### src/rtl/vroute_pkg.sv
package vroute_pkg;

    typedef enum logic [1:0] {
        ACC_READ  = 2'd0,
        ACC_WRITE = 2'd1,
        ACC_EXEC  = 2'd2,
        ACC_RSVD  = 2'd3
    } acc_kind_e;

    typedef enum logic [1:0] {
        PATH_FLAT = 2'd0,
        PATH_SEG  = 2'd1,
        PATH_PAGE = 2'd2
    } route_e;

    typedef enum logic [1:0] {
        ST_IDLE  = 2'd0,
        ST_ISSUE = 2'd1,
        ST_WAIT  = 2'd2
    } fsm_state_e;

    localparam int PERM_W = 3;
    localparam logic [PERM_W-1:0] PERM_ALL = 3'b111;

    function automatic logic kind_is_exec(input logic [1:0] kind);
        return kind == 2'(ACC_EXEC);
    endfunction

endpackage

### src/rtl/vroute_seg_base.sv
module vroute_seg_base #(
    parameter  int SEG_BITS = 4,
    localparam int NUM_SEG  = 1 << SEG_BITS,
    localparam int HALF     = NUM_SEG / 2,
    localparam int BASE_W   = HALF * SEG_BITS
) (
    input  logic [BASE_W-1:0]   kbase_lo_i,
    input  logic [BASE_W-1:0]   kbase_hi_i,
    input  logic [SEG_BITS-1:0] seg_i,
    output logic [SEG_BITS-1:0] base_o
);

    logic [SEG_BITS-1:0] nib_tbl [NUM_SEG];

    // Lower half of the segment space reads the low register, upper half the high one.
    for (genvar g = 0; g < HALF; g++) begin : g_nib
        assign nib_tbl[g]        = kbase_lo_i[g*SEG_BITS +: SEG_BITS];
        assign nib_tbl[g + HALF] = kbase_hi_i[g*SEG_BITS +: SEG_BITS];
    end

    assign base_o = nib_tbl[seg_i];

endmodule

### src/rtl/vroute_classify.sv
module vroute_classify
    import vroute_pkg::*;
#(
    parameter  int ADDR_W   = 32,
    parameter  int SEG_BITS = 4,
    parameter  int CTRL_W   = 32,
    parameter  int EN_LO    = 2,
    parameter  int EN_HI    = 3,
    localparam int NUM_SEG  = 1 << SEG_BITS,
    localparam int BASE_W   = (NUM_SEG / 2) * SEG_BITS,
    localparam int OFS_W    = ADDR_W - SEG_BITS
) (
    input  logic [ADDR_W-1:0]  vaddr_i,
    input  logic               user_i,
    input  logic [CTRL_W-1:0]  ctrl_i,
    input  logic [NUM_SEG-1:0] segmap_i,
    input  logic [BASE_W-1:0]  kbase_lo_i,
    input  logic [BASE_W-1:0]  kbase_hi_i,
    output route_e             route_o,
    output logic [ADDR_W-1:0]  bypass_paddr_o
);

    logic                xlate_on;
    logic [SEG_BITS-1:0] seg;
    logic [SEG_BITS-1:0] seg_base;
    logic                seg_direct;
    logic                unused_ctrl;

    assign xlate_on    = |ctrl_i[EN_HI:EN_LO];
    assign unused_ctrl = ^{ctrl_i[CTRL_W-1:EN_HI+1], ctrl_i[EN_LO-1:0]};
    assign seg         = vaddr_i[ADDR_W-1 -: SEG_BITS];
    assign seg_direct  = !user_i && segmap_i[seg];

    vroute_seg_base #(
        .SEG_BITS (SEG_BITS)
    ) u_seg_base (
        .kbase_lo_i (kbase_lo_i),
        .kbase_hi_i (kbase_hi_i),
        .seg_i      (seg),
        .base_o     (seg_base)
    );

    always_comb begin
        if (!xlate_on) begin
            route_o        = PATH_FLAT;
            bypass_paddr_o = vaddr_i;
        end else if (seg_direct) begin
            route_o        = PATH_SEG;
            bypass_paddr_o = {seg_base, vaddr_i[OFS_W-1:0]};
        end else begin
            route_o        = PATH_PAGE;
            bypass_paddr_o = vaddr_i;
        end
    end

endmodule

### src/rtl/vroute_ctrl.sv
module vroute_ctrl
    import vroute_pkg::*;
#(
    parameter int ADDR_W = 32
) (
    input  logic              clk,
    input  logic              rst_n,
    input  logic              req_valid_i,
    input  logic [ADDR_W-1:0] req_vaddr_i,
    input  logic [1:0]        req_kind_i,
    input  logic              req_user_i,
    input  route_e            route_i,
    input  logic [ADDR_W-1:0] bypass_paddr_i,
    input  logic              rsp_valid_i,
    input  logic [ADDR_W-1:0] rsp_paddr_i,
    input  logic [PERM_W-1:0] rsp_perm_i,
    input  logic              rsp_miss_i,
    output logic              req_ready_o,
    output logic              lk_req_o,
    output logic [ADDR_W-1:0] lk_vaddr_o,
    output logic [1:0]        lk_kind_o,
    output logic              lk_user_o,
    output logic              lk_iside_o,
    output logic              out_valid_o,
    output logic [ADDR_W-1:0] out_paddr_o,
    output logic [PERM_W-1:0] out_perm_o,
    output logic              out_miss_o
);

    fsm_state_e state, state_nx;
    logic       accept;
    logic       rsp_take;

    assign accept   = (state == ST_IDLE) && req_valid_i;
    assign rsp_take = (state != ST_IDLE) && rsp_valid_i;

    always_comb begin
        state_nx = state;
        unique case (state)
            ST_IDLE:  if (accept && route_i == PATH_PAGE) state_nx = ST_ISSUE;
            ST_ISSUE: state_nx = rsp_valid_i ? ST_IDLE : ST_WAIT;
            ST_WAIT:  if (rsp_valid_i) state_nx = ST_IDLE;
            default:  state_nx = ST_IDLE;
        endcase
    end

    always_ff @(posedge clk or negedge rst_n) begin
        if (!rst_n) state <= ST_IDLE;
        else        state <= state_nx;
    end

    assign req_ready_o = (state == ST_IDLE);
    assign lk_req_o    = (state == ST_ISSUE);

    always_ff @(posedge clk or negedge rst_n) begin
        if (!rst_n) begin
            out_valid_o <= 1'b0;
            out_paddr_o <= '0;
            out_perm_o  <= '0;
            out_miss_o  <= 1'b0;
            lk_vaddr_o  <= '0;
            lk_kind_o   <= '0;
            lk_user_o   <= 1'b0;
            lk_iside_o  <= 1'b0;
        end else begin
            out_valid_o <= 1'b0;
            if (accept) begin
                if (route_i != PATH_PAGE) begin
                    out_valid_o <= 1'b1;
                    out_paddr_o <= bypass_paddr_i;
                    out_perm_o  <= PERM_ALL;
                    out_miss_o  <= 1'b0;
                end else begin
                    lk_vaddr_o  <= req_vaddr_i;
                    lk_kind_o   <= req_kind_i;
                    lk_user_o   <= req_user_i;
                    lk_iside_o  <= kind_is_exec(req_kind_i);
                end
            end
            if (rsp_take) begin
                out_valid_o <= 1'b1;
                out_paddr_o <= rsp_paddr_i;
                out_perm_o  <= rsp_perm_i;
                out_miss_o  <= rsp_miss_i;
            end
        end
    end

    // the lookup strobe lasts a single cycle
    a_r7_lookup_pulse: assert property (@(posedge clk) disable iff (!rst_n)
        lk_req_o |=> !lk_req_o);

    // a page-path request issues a lookup and closes the front end
    a_r9_busy_after_issue: assert property (@(posedge clk) disable iff (!rst_n)
        (req_valid_i && req_ready_o && route_i == PATH_PAGE)
        |=> (lk_req_o && !req_ready_o && !out_valid_o));

    // a bypassed request completes next cycle with full rights and no lookup
    a_r3_bypass_done: assert property (@(posedge clk) disable iff (!rst_n)
        (req_valid_i && req_ready_o && route_i != PATH_PAGE)
        |=> (out_valid_o && !out_miss_o && out_perm_o == PERM_ALL && !lk_req_o));

    // the lookup answer is forwarded unchanged and the front end reopens
    a_r8_rsp_forward: assert property (@(posedge clk) disable iff (!rst_n)
        (rsp_valid_i && !req_ready_o)
        |=> (out_valid_o && req_ready_o
             && out_paddr_o == $past(rsp_paddr_i)
             && out_perm_o  == $past(rsp_perm_i)
             && out_miss_o  == $past(rsp_miss_i)));

    // an answer while idle yields no result
    a_r8_idle_rsp_ignored: assert property (@(posedge clk) disable iff (!rst_n)
        (rsp_valid_i && req_ready_o && !req_valid_i) |=> !out_valid_o);

endmodule

### src/rtl/vaddr_route_unit.sv
module vaddr_route_unit
    import vroute_pkg::*;
#(
    parameter  int ADDR_W   = 32,
    parameter  int SEG_BITS = 4,
    parameter  int CTRL_W   = 32,
    parameter  int EN_LO    = 2,
    parameter  int EN_HI    = 3,
    localparam int NUM_SEG  = 1 << SEG_BITS,
    localparam int BASE_W   = (NUM_SEG / 2) * SEG_BITS
) (
    input  logic              clk,
    input  logic              rst_n,
    input  logic              req_valid,
    input  logic [ADDR_W-1:0] req_vaddr,
    input  logic [1:0]        req_kind,
    input  logic              req_user,
    input  logic [CTRL_W-1:0] cfg_global,
    input  logic [NUM_SEG-1:0] cfg_segmap,
    input  logic [BASE_W-1:0] cfg_kbase_lo,
    input  logic [BASE_W-1:0] cfg_kbase_hi,
    output logic              req_ready,
    output logic              lk_req,
    output logic [ADDR_W-1:0] lk_vaddr,
    output logic [1:0]        lk_kind,
    output logic              lk_user,
    output logic              lk_iside,
    input  logic              lk_rsp_valid,
    input  logic [ADDR_W-1:0] lk_rsp_paddr,
    input  logic [PERM_W-1:0] lk_rsp_perm,
    input  logic              lk_rsp_miss,
    output logic              out_valid,
    output logic [ADDR_W-1:0] out_paddr,
    output logic [PERM_W-1:0] out_perm,
    output logic              out_miss
);

    route_e            route;
    logic [ADDR_W-1:0] bypass_paddr;

    vroute_classify #(
        .ADDR_W   (ADDR_W),
        .SEG_BITS (SEG_BITS),
        .CTRL_W   (CTRL_W),
        .EN_LO    (EN_LO),
        .EN_HI    (EN_HI)
    ) u_classify (
        .vaddr_i        (req_vaddr),
        .user_i         (req_user),
        .ctrl_i         (cfg_global),
        .segmap_i       (cfg_segmap),
        .kbase_lo_i     (cfg_kbase_lo),
        .kbase_hi_i     (cfg_kbase_hi),
        .route_o        (route),
        .bypass_paddr_o (bypass_paddr)
    );

    vroute_ctrl #(
        .ADDR_W (ADDR_W)
    ) u_ctrl (
        .clk            (clk),
        .rst_n          (rst_n),
        .req_valid_i    (req_valid),
        .req_vaddr_i    (req_vaddr),
        .req_kind_i     (req_kind),
        .req_user_i     (req_user),
        .route_i        (route),
        .bypass_paddr_i (bypass_paddr),
        .rsp_valid_i    (lk_rsp_valid),
        .rsp_paddr_i    (lk_rsp_paddr),
        .rsp_perm_i     (lk_rsp_perm),
        .rsp_miss_i     (lk_rsp_miss),
        .req_ready_o    (req_ready),
        .lk_req_o       (lk_req),
        .lk_vaddr_o     (lk_vaddr),
        .lk_kind_o      (lk_kind),
        .lk_user_o      (lk_user),
        .lk_iside_o     (lk_iside),
        .out_valid_o    (out_valid),
        .out_paddr_o    (out_paddr),
        .out_perm_o     (out_perm),
        .out_miss_o     (out_miss)
    );

    // with both enable bits clear the address passes straight through
    a_r1_flat_addr: assert property (@(posedge clk) disable iff (!rst_n)
        (req_valid && req_ready && cfg_global[EN_HI:EN_LO] == '0)
        |=> (out_valid && out_paddr == $past(req_vaddr)));

    // an enabled user-mode request always reaches the lookup port
    a_r5_user_lookup: assert property (@(posedge clk) disable iff (!rst_n)
        (req_valid && req_ready && req_user && cfg_global[EN_HI:EN_LO] != '0)
        |=> (lk_req && lk_user));

    // execute requests are steered to the instruction side
    a_r7_exec_iside: assert property (@(posedge clk) disable iff (!rst_n)
        (req_valid && req_ready && req_user && req_kind == 2'(ACC_EXEC)
         && cfg_global[EN_HI:EN_LO] != '0)
        |=> lk_iside);

endmodule

### config.mk
export PLATFORM = sky130hd
export DESIGN_NAME = vaddr_route_unit
export DESIGN_NICKNAME = d
export VERILOG_FILES = /design/src/rtl/vroute_pkg.sv /design/src/rtl/vroute_seg_base.sv /design/src/rtl/vroute_classify.sv /design/src/rtl/vroute_ctrl.sv /design/src/rtl/vaddr_route_unit.sv
export SDC_FILE = /design/constraint.sdc
export NUM_CORES = 1
export LEC_CHECK = 0
export ABC_CLOCK_PERIOD_IN_PS = 3000
export BUFFER_PORTS_ARGS = -buffer_cell sky130_fd_sc_hd__buf_2
export CAP_MARGIN = 20
export CORE_ASPECT_RATIO = 0.9
export CORE_MARGIN = 8
export CORE_UTILIZATION = 30
export DETAILED_ROUTE_END_ITERATION = 10
export SYNTH_ARGS = -nofsm -noshare
export SYNTH_HDL_FRONTEND = slang
export SYNTH_SLANG_ARGS = --single-unit
### constraint.sdc
create_clock -name clk -period 3 [get_ports clk]
set_input_delay 0.6 -clock clk [delete_from_list [all_inputs] [get_ports clk]]
set_output_delay 0.6 -clock clk [all_outputs]
set_load 0.01 [all_outputs]
==> results of run 1 <==
==> stage by stage <==
step	setup slack [ns]	std cells	utilization, %
after floorplan	0.523	348	-
after global placement	0.290	727	40.9
after detailed placement	0.243	727	40.9
after CTS	0.593	743	43.3
after global routing	0.449	743	43.3
final	0.609	743	43.3
==> critical path: stages <==
cell and delay, ns:
buf_2 0.18, buf_4 0.34, or2_2 0.18, o22ai_1 0.08
o21ai_1 0.26, a21oi_1 0.15, nor3_4 0.16, buf_12 0.25
mux2_2 0.37
==> worst min path at each step <==
stage / from / endpoint / slack (ns) / depth (start not counted)
2_1_floorplan: rst_n / u_ctrl.lk_iside_o$_DFFE_PN0P_ / 0.30 / 0
3_3_place_gp: u_ctrl.lk_vaddr_o[1]$_DFFE_PN0P_ / u_ctrl.lk_vaddr_o[1]$_DFFE_PN0P_ / 0.46 / 1
3_5_place_dp: u_ctrl.lk_vaddr_o[31]$_DFFE_PN0P_ / u_ctrl.lk_vaddr_o[31]$_DFFE_PN0P_ / 0.48 / 1
4_1_cts: rst_n / u_ctrl.out_paddr_o[8]$_DFFE_PN0P_ / 0.46 / 1
5_1_grt: rst_n / u_ctrl.out_paddr_o[8]$_DFFE_PN0P_ / 0.50 / 1
6_report: rst_n / u_ctrl.out_paddr_o[8]$_DFFE_PN0P_ / 0.43 / 1
==> cell usage in the layout, fill, tap and decap left out, types with 4 or more instances in the layout <==
cell type    n
buf_4        8
nand3_1      5
buf_2      230
a21oi_1     60
mux2_1      10
nand2_1     41
mux4_2      17
mux2_2      27
a22oi_1      6
nor2b_1      5
dfrtp_1     75
mux2i_1     10
nor2_1      40
o211ai_1     4
clkbuf_16    9
==> logic make-up after synthesis <==
| group | after synthesis | synth area share, % |
|---|---|---|
| buffers and inverters | 25 | 4.24 |
| AOI/OAI and AO/OA | 80 | 11.7 |
| xor gates and xnor gates | 1 | 0.227 |
| muxes | 64 | 23.3 |
| DFF | 75 | 48.5 |
| and+or+nand+nor | 103 | 12.0 |
==> power groups by stage <==
stage               Combinational [uW]  Sequential (uW)  Clock, uW
floorplan                          557             1730          0
global placement                  1370             1540          0
detailed placement                1400             1570          0
CTS                               1400             1550       1130
global route                      1500             1600       1170
finish                            1360             1550       1080
==> flip-flops by register name, summed over array words and instances, names as in the netlist <==
name	count
u_ctrl.out_miss_o	1
u_ctrl.lk_vaddr_o	32
u_ctrl.out_valid_o	1
u_ctrl.out_perm_o	3
u_ctrl.lk_iside_o	1
u_ctrl.lk_kind_o	2
u_ctrl.out_paddr_o	32
u_ctrl.state	2
u_ctrl.lk_user_o	1
==> routing by layer <==
layer  part of all wire [%]  vias to the layer above  global-route usage, %
met5                      0                        -                      0
met4                   0.81                        0                   3.26
met3                    8.9                       12                   5.73
met2                     49                      146                   24.2
met1                     41                     1670                   17.7
li1                       -                     1698                      -
==> cell type report <==
| class | count | share of cell area, % |
|---|---|---|
| sequential | 75 | 34.3 |
| multi-input combinational | 248 | 33.8 |
| timing repair buffer | 239 | 22.5 |
| clock buffer | 12 | 4.69 |
| tap | 164 | 3.75 |
| clock inverter | 4 | 0.892 |
| inverter | 1 | 0.0686 |
==> reports/metrics.cfg, run 1 <==
[outcome]
status = finished clean

[route]
routed_via_density = 4.75
drt_iter0_drc = 136
dr.pass1.iters = 6
antenna_left = 0
drc = 0
vias = 3526
avgRoutedWirePerCell_um = 16.9
routed_wl_mm = 12.5

[placement]
globalplace.congestion = 0.750
dpl_cell_area_um2 = 5170
portBuffers = 231
dp_hpwl_mm = 9.71

[sta]
rsz0062_at_grt = no
clock_skew_ns = 0.00483
setup_tns_ns = 0
fin_crit_ns = 2.39
tightest_slew_ns = 0.954
fmax_mhz = 418
post-route-period-util_pct = 79.7
hold_viol_final = 0
slew_headroom_pct = 36.4
hold_ws_ns = 0.426
setup_violations = 0
maxSlewViolCount = 0

[cts]
clk-insertion-delay-late_ns = 0.32
ctsResizeCount = 0
cts_buffers = 9
clk_pin_slew_ns = 0.06
clk_path_buf_depth = 2
cts_setup_buffers = 0
cts_hold_buf = 0
cts_root_buffer = clkbuf_16
htreeDepth = 3
cts_tree = yes
clock_sinks = 75

[power]
p_sw_share_pct = 32.6
power.clock.fraction_pct = 27.1
p_leak_uw = 0.00269
vdd_drop_max_mv = 0.455
power_density_nw_per_um2 = 731
p_seq_share_pct = 38.8
p_comb_share_pct = 34.1
p_switching_uw = 1300
finalPower_uw = 4000
intPower_uw = 2700

[floorplan]
die_w_um = 136
core_um2 = 12600
fp.dieArea_um2 = 16800
start_util_pct = 30.6
boundaryPins = 262
die_height_um = 124
row_count = 39

[logic_synthesis]
synthTopCellsByCount = 75 x dfrtp_1, 60 x a21oi_1, 41 x nand2_1
ys_types = 37
synthTopCellsByArea = dfrtp_1 49%, mux4_2 9.9%, mux2_2 7.9%, a21oi_1 7.8%, nand2_1 4.0%
netlist_area_um2 = 3870
seq_area_frac_synth_pct = 48.5
yosys_most_used_dff = dfrtp_1
async_reset_ff_share_pct = 100
syn-instance-count = 348
yosysTopAreaCell = dfrtp_1
synth-seq-cells = 75
synth_top_area_share_pct = 48.5
synth_most_common_cell = dfrtp_1
synth_fp_nets = 535
synth-edff-count = 0
synth.avg_cell_area_um2 = 11.1
ys_warn_count = 0

[worst_setup_path]
cp-end-kind = register
critPathLaunch = req_vaddr[28]
worst_setup_path_start_kind = primary input
r2r_setup_slack_ns = 0.78
crit_type = primary input to register
cp-endpoint = u_ctrl.lk_vaddr_o[14]$_DFFE_PN0P_
critPathRequiredTime_ns = 3.20
ff2ff_path_depth = 6
reg2reg_from = u_ctrl.state[0]$_DFFE_PN0P_
r2r-end = u_ctrl.out_paddr_o[29]$_DFFE_PN0P_
path_max_fanout = 36
critPathArrivalTime_ns = 2.60

[layout]
syn_to_final_growth_pct = 41.6
seq_area_um2 = 1880
fillers = 1254
design_area_um2 = 5470
antenna_cells = 0
nets = 761
drive_gt1_share_pct = 53.2
multi_input_area_um2 = 1850

[grt]
grt_pass1_vias = 3810
track_usage_pct = 14.6
grt_pass1_wl_mm = 19.6
gr-total-overflow = 0
antenna_found_initial = 0
grt_max_degree = 76

[job]
cap_violations = 0

[hold_path]
hp-class = primary input to async pin

Note: power is estimated with default switching activity, not from simulation.
==> run 2, diff against run 1 <==
ABC_CLOCK_PERIOD_IN_PS = 2000   (was 3000)
clock period = 2 ns   (was 3 ns; I/O delays follow)
==> run 2 against run 1 <==
Against the previous run:
- critical path depth decreased by 1
- power increased by 57%
- sequential share of layout area decreased by 2.1 points
- non-clock buffer count increased by 15
- worst setup slack got worse by 0.56 ns
- final cell count increased by 2.0%
- design area increased by 6.6%
- clock power increased by 60%
- utilization increased by 2.8 points
==> reports/metrics.cfg, run 2 (same netlist as run 1, synthesis figures left out) <==
[route]
routed_wl_mm = 13.2  ; +4.9%
drt_iter0_drc = 101  ; -26%
antenna_left = 0  ; unchanged
dr.pass1.iters = 4  ; -2
routed_via_density = 4.76  ; +0.25%
drc = 0  ; unchanged
vias = 3606  ; +2.3%
avgRoutedWirePerCell_um = 17.4  ; +2.8%

[power]
power_density_nw_per_um2 = 1070  ; +47%
finalPower_uw = 6260  ; +57%
vdd_drop_max_mv = 0.579  ; +27%
p_leak_uw = 0.00282  ; +5.0%

[grt]
grt_pass1_wl_mm = 20.5  ; +4.8%
grt_pass1_vias = 4019  ; +5.5%
antenna_found_initial = 0  ; unchanged
gr-total-overflow = 0  ; unchanged
track_usage_pct = 15.4  ; +0.77 points
grt_max_degree = 44  ; -42%

[cts]
clock_sinks = 75  ; unchanged
clk_pin_slew_ns = 0.06  ; about the same
cts_tree = yes
cts_root_buffer = clkbuf_16
cts_buffers = 9  ; unchanged
clk-insertion-delay-late_ns = 0.33  ; about the same
htreeDepth = 3  ; unchanged
clk_path_buf_depth = 2  ; unchanged

[placement]
dp_hpwl_mm = 10.4  ; +7.0%
dp_slack_ns = -0.320  ; -0.563 ns
globalplace.congestion = 0.831  ; +11%
portBuffers = 231  ; unchanged

[layout]
final_cell_mix = 230 x buf_2, 75 x dfrtp_1, 41 x nand2_1, 40 x nor2_1, 31 x a21oi_1
drive_gt1_share_pct = 59.9  ; +6.7 points
top_regs = u_ctrl.lk_vaddr_o x32, u_ctrl.out_paddr_o x32, u_ctrl.out_perm_o x3
nets = 776  ; +2.0%
syn_to_final_growth_pct = 50.8
final_common_cell = buf_2
antenna_cells = 0  ; unchanged

[sta]
hold_viol_final = 0  ; unchanged
fmax_mhz = 513
setup_slack_ns = 0.0524  ; -0.556 ns
fin_crit_ns = 1.95
setup_tns_ns = 0  ; unchanged
rsz0062_at_grt = yes
clock_skew_ns = 0.00209  ; -0.00273 ns
maxSlewViolCount = 0  ; unchanged
setup_violations = 0  ; unchanged
post-route-period-util_pct = 97.4
slew_headroom_pct = 64.3  ; +28 points
hold_ws_ns = 0.0131  ; -0.413 ns
tightest_slew_ns = 0.534  ; -0.420 ns

[floorplan]
core_um2 = 12600  ; unchanged
fp.dieArea_um2 = 16800  ; unchanged
die_height_um = 124  ; unchanged
row_count = 39  ; unchanged
start_util_pct = 30.6  ; unchanged
die_w_um = 136  ; unchanged
boundaryPins = 262  ; unchanged

[worst_setup_path]
crit_type = primary input to register
worst_setup_path_start_kind = primary input
reg2reg_from = u_ctrl.state[0]$_DFFE_PN0P_
cp-end-kind = register
critPathLaunch = req_vaddr[28]
critPathRequiredTime_ns = 2.21  ; -0.99 ns
critPathArrivalTime_ns = 2.16  ; -0.44 ns
path_max_fanout = 14  ; -61%

[job]
cap_violations = 0  ; unchanged

[hold_path]
hp-class = primary input to async pin

[outcome]
status = finished clean

[run 2: routing by layer]
metal	up-vias	track usage (%)	routed length [um]
met4	0	3.05	116
met2	126	25.9	6420
met5	-	0	0
met3	11	7.10	1260
li1	1726	-	-
met1	1743	17.7	5360
[run 2: where the power goes]
part / switching (uW) / internal (uW) / total [uW] / leakage [uW]
clock network: 638 / 1090 / 1730 / 0.000147
registers: 269 / 2050 / 2320 / 0.000879
logic: 1150 / 1070 / 2210 / 0.00180
total: 2050 / 4200 / 6260 / 0.00282
[run 2: repair_timing]
| action | CTS | global route |
|---|---|---|
| gates resized for setup | 0 | 2 |
| setup endpoints to repair | 0 | 46 |
| hold buffers | 0 | 0 |
| buffers inserted | 0 | 1 |
[run 2: final cells by class]
cell class              count  area, um^2
clock inverters             7        92.6
well taps                 164         205
multi-input cells         248        1980
repair buffers            254        1440
fillers                  1236        6810
clock buffers               9         225
inverters                   1        3.75
flip-flops and latches     75        1880
[run 2: critical path, stage by stage]
cell,delay [ns]
buf_2,0.12
mux4_2,0.50
nand2b_4,0.17
and4_4,0.18
or3_4,0.40
buf_12,0.18
a21oi_2,0.12
a21oi_1,0.08
[run 2: final timing paths]
kind                                                            to  slack, ns  cells past startpoint
min in group clk                       u_ctrl.state[1]$_DFFE_PN0P_       0.28                      2
max in group asynchronous            u_ctrl.lk_iside_o$_DFFE_PN0P_       1.38                      2
worst min register to register    u_ctrl.lk_vaddr_o[9]$_DFFE_PN0P_       0.48                      1
worst max-delay path            u_ctrl.out_paddr_o[23]$_DFFE_PN0P_       0.05                      8
worst max register to register   u_ctrl.lk_vaddr_o[24]$_DFFE_PN0P_       0.19                      5
worst min-delay path             u_ctrl.out_paddr_o[8]$_DFFE_PN0P_       0.01                      1
[run 2: metrics by stage]
step | util [%] | area (um^2) | cells
floorplan | - | 4010 | 348
global placement | 43.5 | 5490 | 741
detailed placement | 43.5 | 5490 | 741
CTS | 46.0 | 5810 | 757
global route | 46.1 | 5830 | 758
finish | 46.1 | 5830 | 758
==> run 3, diff against run 2 <==
CORE_UTILIZATION = 38   (was 30)
PLACE_DENSITY = 0.77   (was not set)
==> run 3 against run 2 <==
Against the previous run:
- first-iteration DRC count rose by 46%
- non-clock buffer count grew 2
- clock skew rose by 0.0036 ns
- sequential share of layout area hardly changed
- design area rose by 0.11%
- global-route usage rose by 2.5 points
- routed wire length increased by 0.47%
- die area down 19%
- clock power about the same
- via count is 2.0% higher
- clock-buffer cell count grew 1
- worst setup slack better by 0.0095 ns
- critical endpoint is now u_ctrl.out_paddr_o[18]$_DFFE_PN0P_
==> reports/metrics.cfg, run 3 (same netlist as run 1, synthesis figures left out) <==
[sta]
hold_viol_final = 0  ; unchanged
setup_violations = 0  ; unchanged
setup_slack_ns = 0.0619  ; +0.00948 ns
fin_crit_ns = 1.94  ; -0.00948 ns
fmax_mhz = 516  ; +0.49%
tightest_slew_ns = 0.941  ; +0.407 ns
slew_headroom_pct = 37.0  ; -27 points
post-route-period-util_pct = 96.9  ; -0.47 points
clock_skew_ns = 0.00565  ; +0.00355 ns
rsz0062_at_grt = no
maxSlewViolCount = 0  ; unchanged

[worst_setup_path]
critPathRequiredTime_ns = 2.20  ; about the same
reg2reg_from = u_ctrl.state[0]$_DFFE_PN0P_
cp-end-kind = register
path_max_fanout = 6  ; -8
critPathMostFrequentCell = buf_4
critPathArrivalTime_ns = 2.14  ; -0.02 ns
worst_setup_path_start_kind = primary input
critPathMaxStageDelay_ns = 0.46  ; -0.04 ns
crit_type = primary input to register
ff2ff_path_depth = 5  ; unchanged
worstPathCellList = buf_8 > buf_4 > mux2i_1 > a221oi_1 > buf_4 > and4_4 > or3_4 > clkbuf_16 > a21oi_2 > a21oi_1
cpMaxStageDelayCell = or3_4
r2r_setup_slack_ns = 0.17  ; -0.02 ns
r2r-end = u_ctrl.lk_vaddr_o[3]$_DFFE_PN0P_

[floorplan]
core_um2 = 10100  ; -20%
start_util_pct = 38.4  ; +7.8 points
row_count = 35  ; -10%
die_w_um = 122  ; -9.8%
boundaryPins = 262  ; unchanged
fp.dieArea_um2 = 13700  ; -19%
die_height_um = 112  ; -9.7%

[grt]
grt_pass1_wl_mm = 19.8  ; -3.5%
grt_pass1_vias = 3985  ; -0.85%
grt_max_degree = 41  ; -6.8%
antenna_found_initial = 0  ; unchanged
track_usage_pct = 17.9  ; +2.5 points
gr-total-overflow = 0  ; unchanged

[route]
dr.pass1.iters = 7  ; +3
vias = 3679  ; +2.0%
antenna_left = 0  ; unchanged
avgRoutedWirePerCell_um = 18.2  ; +4.9%
routed_via_density = 5.07  ; +6.5%
drc = 0  ; unchanged
drt_iter0_drc = 147  ; +46%
routed_wl_mm = 13.2  ; +0.47%

[cts]
cts_tree = yes
clk_pin_slew_ns = 0.06  ; about the same
cts_hold_buf = 0  ; unchanged
htreeDepth = 3  ; unchanged
cts_root_buffer = clkbuf_16
cts_buffers = 9  ; unchanged
clk_path_buf_depth = 2  ; unchanged
clk-insertion-delay-late_ns = 0.32  ; about the same
clock_sinks = 75  ; unchanged

[layout]
final_common_cell = buf_2
syn_to_final_growth_pct = 51.0
top_regs = u_ctrl.lk_vaddr_o x32, u_ctrl.out_paddr_o x32, u_ctrl.out_perm_o x3
antenna_cells = 0  ; unchanged
nets = 779  ; +0.39%
final_cell_mix = 229 x buf_2, 75 x dfrtp_1, 41 x nand2_1, 39 x nor2_1, 30 x a21oi_1
stdcell_count = 726  ; -4.2%
drive_gt1_share_pct = 60.1  ; +0.20 points
fillers = 864  ; -30%

[job]
cap_violations = 0  ; unchanged

[placement]
placedCellCount = 706  ; -4.7%
dp_hpwl_mm = 10.1  ; -3.0%
portBuffers = 231  ; unchanged
globalplace.congestion = 0.775  ; -6.8%
dp_slack_ns = -0.311  ; +0.00905 ns

[power]
power_density_nw_per_um2 = 1080  ; +0.35%
vdd_drop_max_mv = 0.636  ; +9.8%
p_leak_uw = 0.00286  ; +1.1%

[hold_path]
hp-class = primary input to async pin

[outcome]
status = finished clean

==> run 3: cell count changes in the layout (fill, tap and decap cells not counted), moves of 2 or more <==
cell        delta
buf_12         -3
clkinvlp_4     -3
buf_6          +2
clkbuf_16      +2
==> run 3: how the worst max path moves through the flow <==
stage,startpoint,endpoint,cells past startpoint
floorplan,req_vaddr[28],u_ctrl.lk_vaddr_o[4]$_DFFE_PN0P_,8
global placement,req_vaddr[28],u_ctrl.out_paddr_o[10]$_DFFE_PN0P_,8
detailed placement,req_vaddr[28],u_ctrl.lk_vaddr_o[3]$_DFFE_PN0P_,9
CTS,req_vaddr[28],u_ctrl.lk_vaddr_o[3]$_DFFE_PN0P_,9
global route,req_vaddr[28],u_ctrl.out_paddr_o[1]$_DFFE_PN0P_,8
finish,req_vaddr[28],u_ctrl.out_paddr_o[18]$_DFFE_PN0P_,10
==> run 3: timing repair <==
item / 4_1_cts / 5_1_grt
gates resized for setup: 1 / 8
buffers inserted: 0 / 0
pin swaps: 0 / 4
gates cloned: 0 / 4
endpoints found under the setup margin: 35 / 59
==> run 3: worst max-delay path, delay by kind of cell <==
family	cells	cell delay, ns
AO/OA/AOI/OAI	3	0.29
buffers and inverters	4	0.56
multiplexers	1	0.22
AND/OR/NAND/NOR	2	0.66
==> run 3: final cells by class <==
| class | instances | area (um^2) | share of cell area [%] |
|---|---|---|---|
| repair buffers | 256 | 1470 | 25.2 |
| multi-input cells | 249 | 2010 | 34.4 |
| clock inverters | 6 | 87.6 | 1.50 |
| clock buffers | 10 | 229 | 3.92 |
| flip-flops and latches | 75 | 1880 | 32.1 |
| well taps | 129 | 161 | 2.76 |
| inverters | 1 | 3.75 | 0.0643 |
==> run 3: routing by layer <==
metal / share of wire [%] / track usage (%)
met1: 40 / 21.3
met2: 50 / 30.1
met3: 9.5 / 6.07
met4: 1.3 / 4.95
met5: 0 / 0
==> run 3: through the flow <==
| stage | hold WS [ns] | power [uW] | cell area (um^2) | TNS, ns | utilization, % |
|---|---|---|---|---|---|
| after floorplan | 0.104 | 3500 | 4010 | -11.16 | - |
| after global placement | 0.388 | 4480 | 5410 | -16.42 | 53.7 |
| after detailed placement | 0.385 | 4580 | 5410 | -19.20 | 53.7 |
| after CTS | 0.0381 | 6310 | 5730 | 0 | 56.9 |
| after global routing | 0.0587 | 6670 | 5840 | 0 | 58.0 |
| final | 0.0320 | 6290 | 5840 | 0 | 58.0 |
==> run 3: power breakdown <==
group          switching [uW]  internal [uW]
Combinational            1170           1080
Clock                     613           1090
Sequential                279           2050
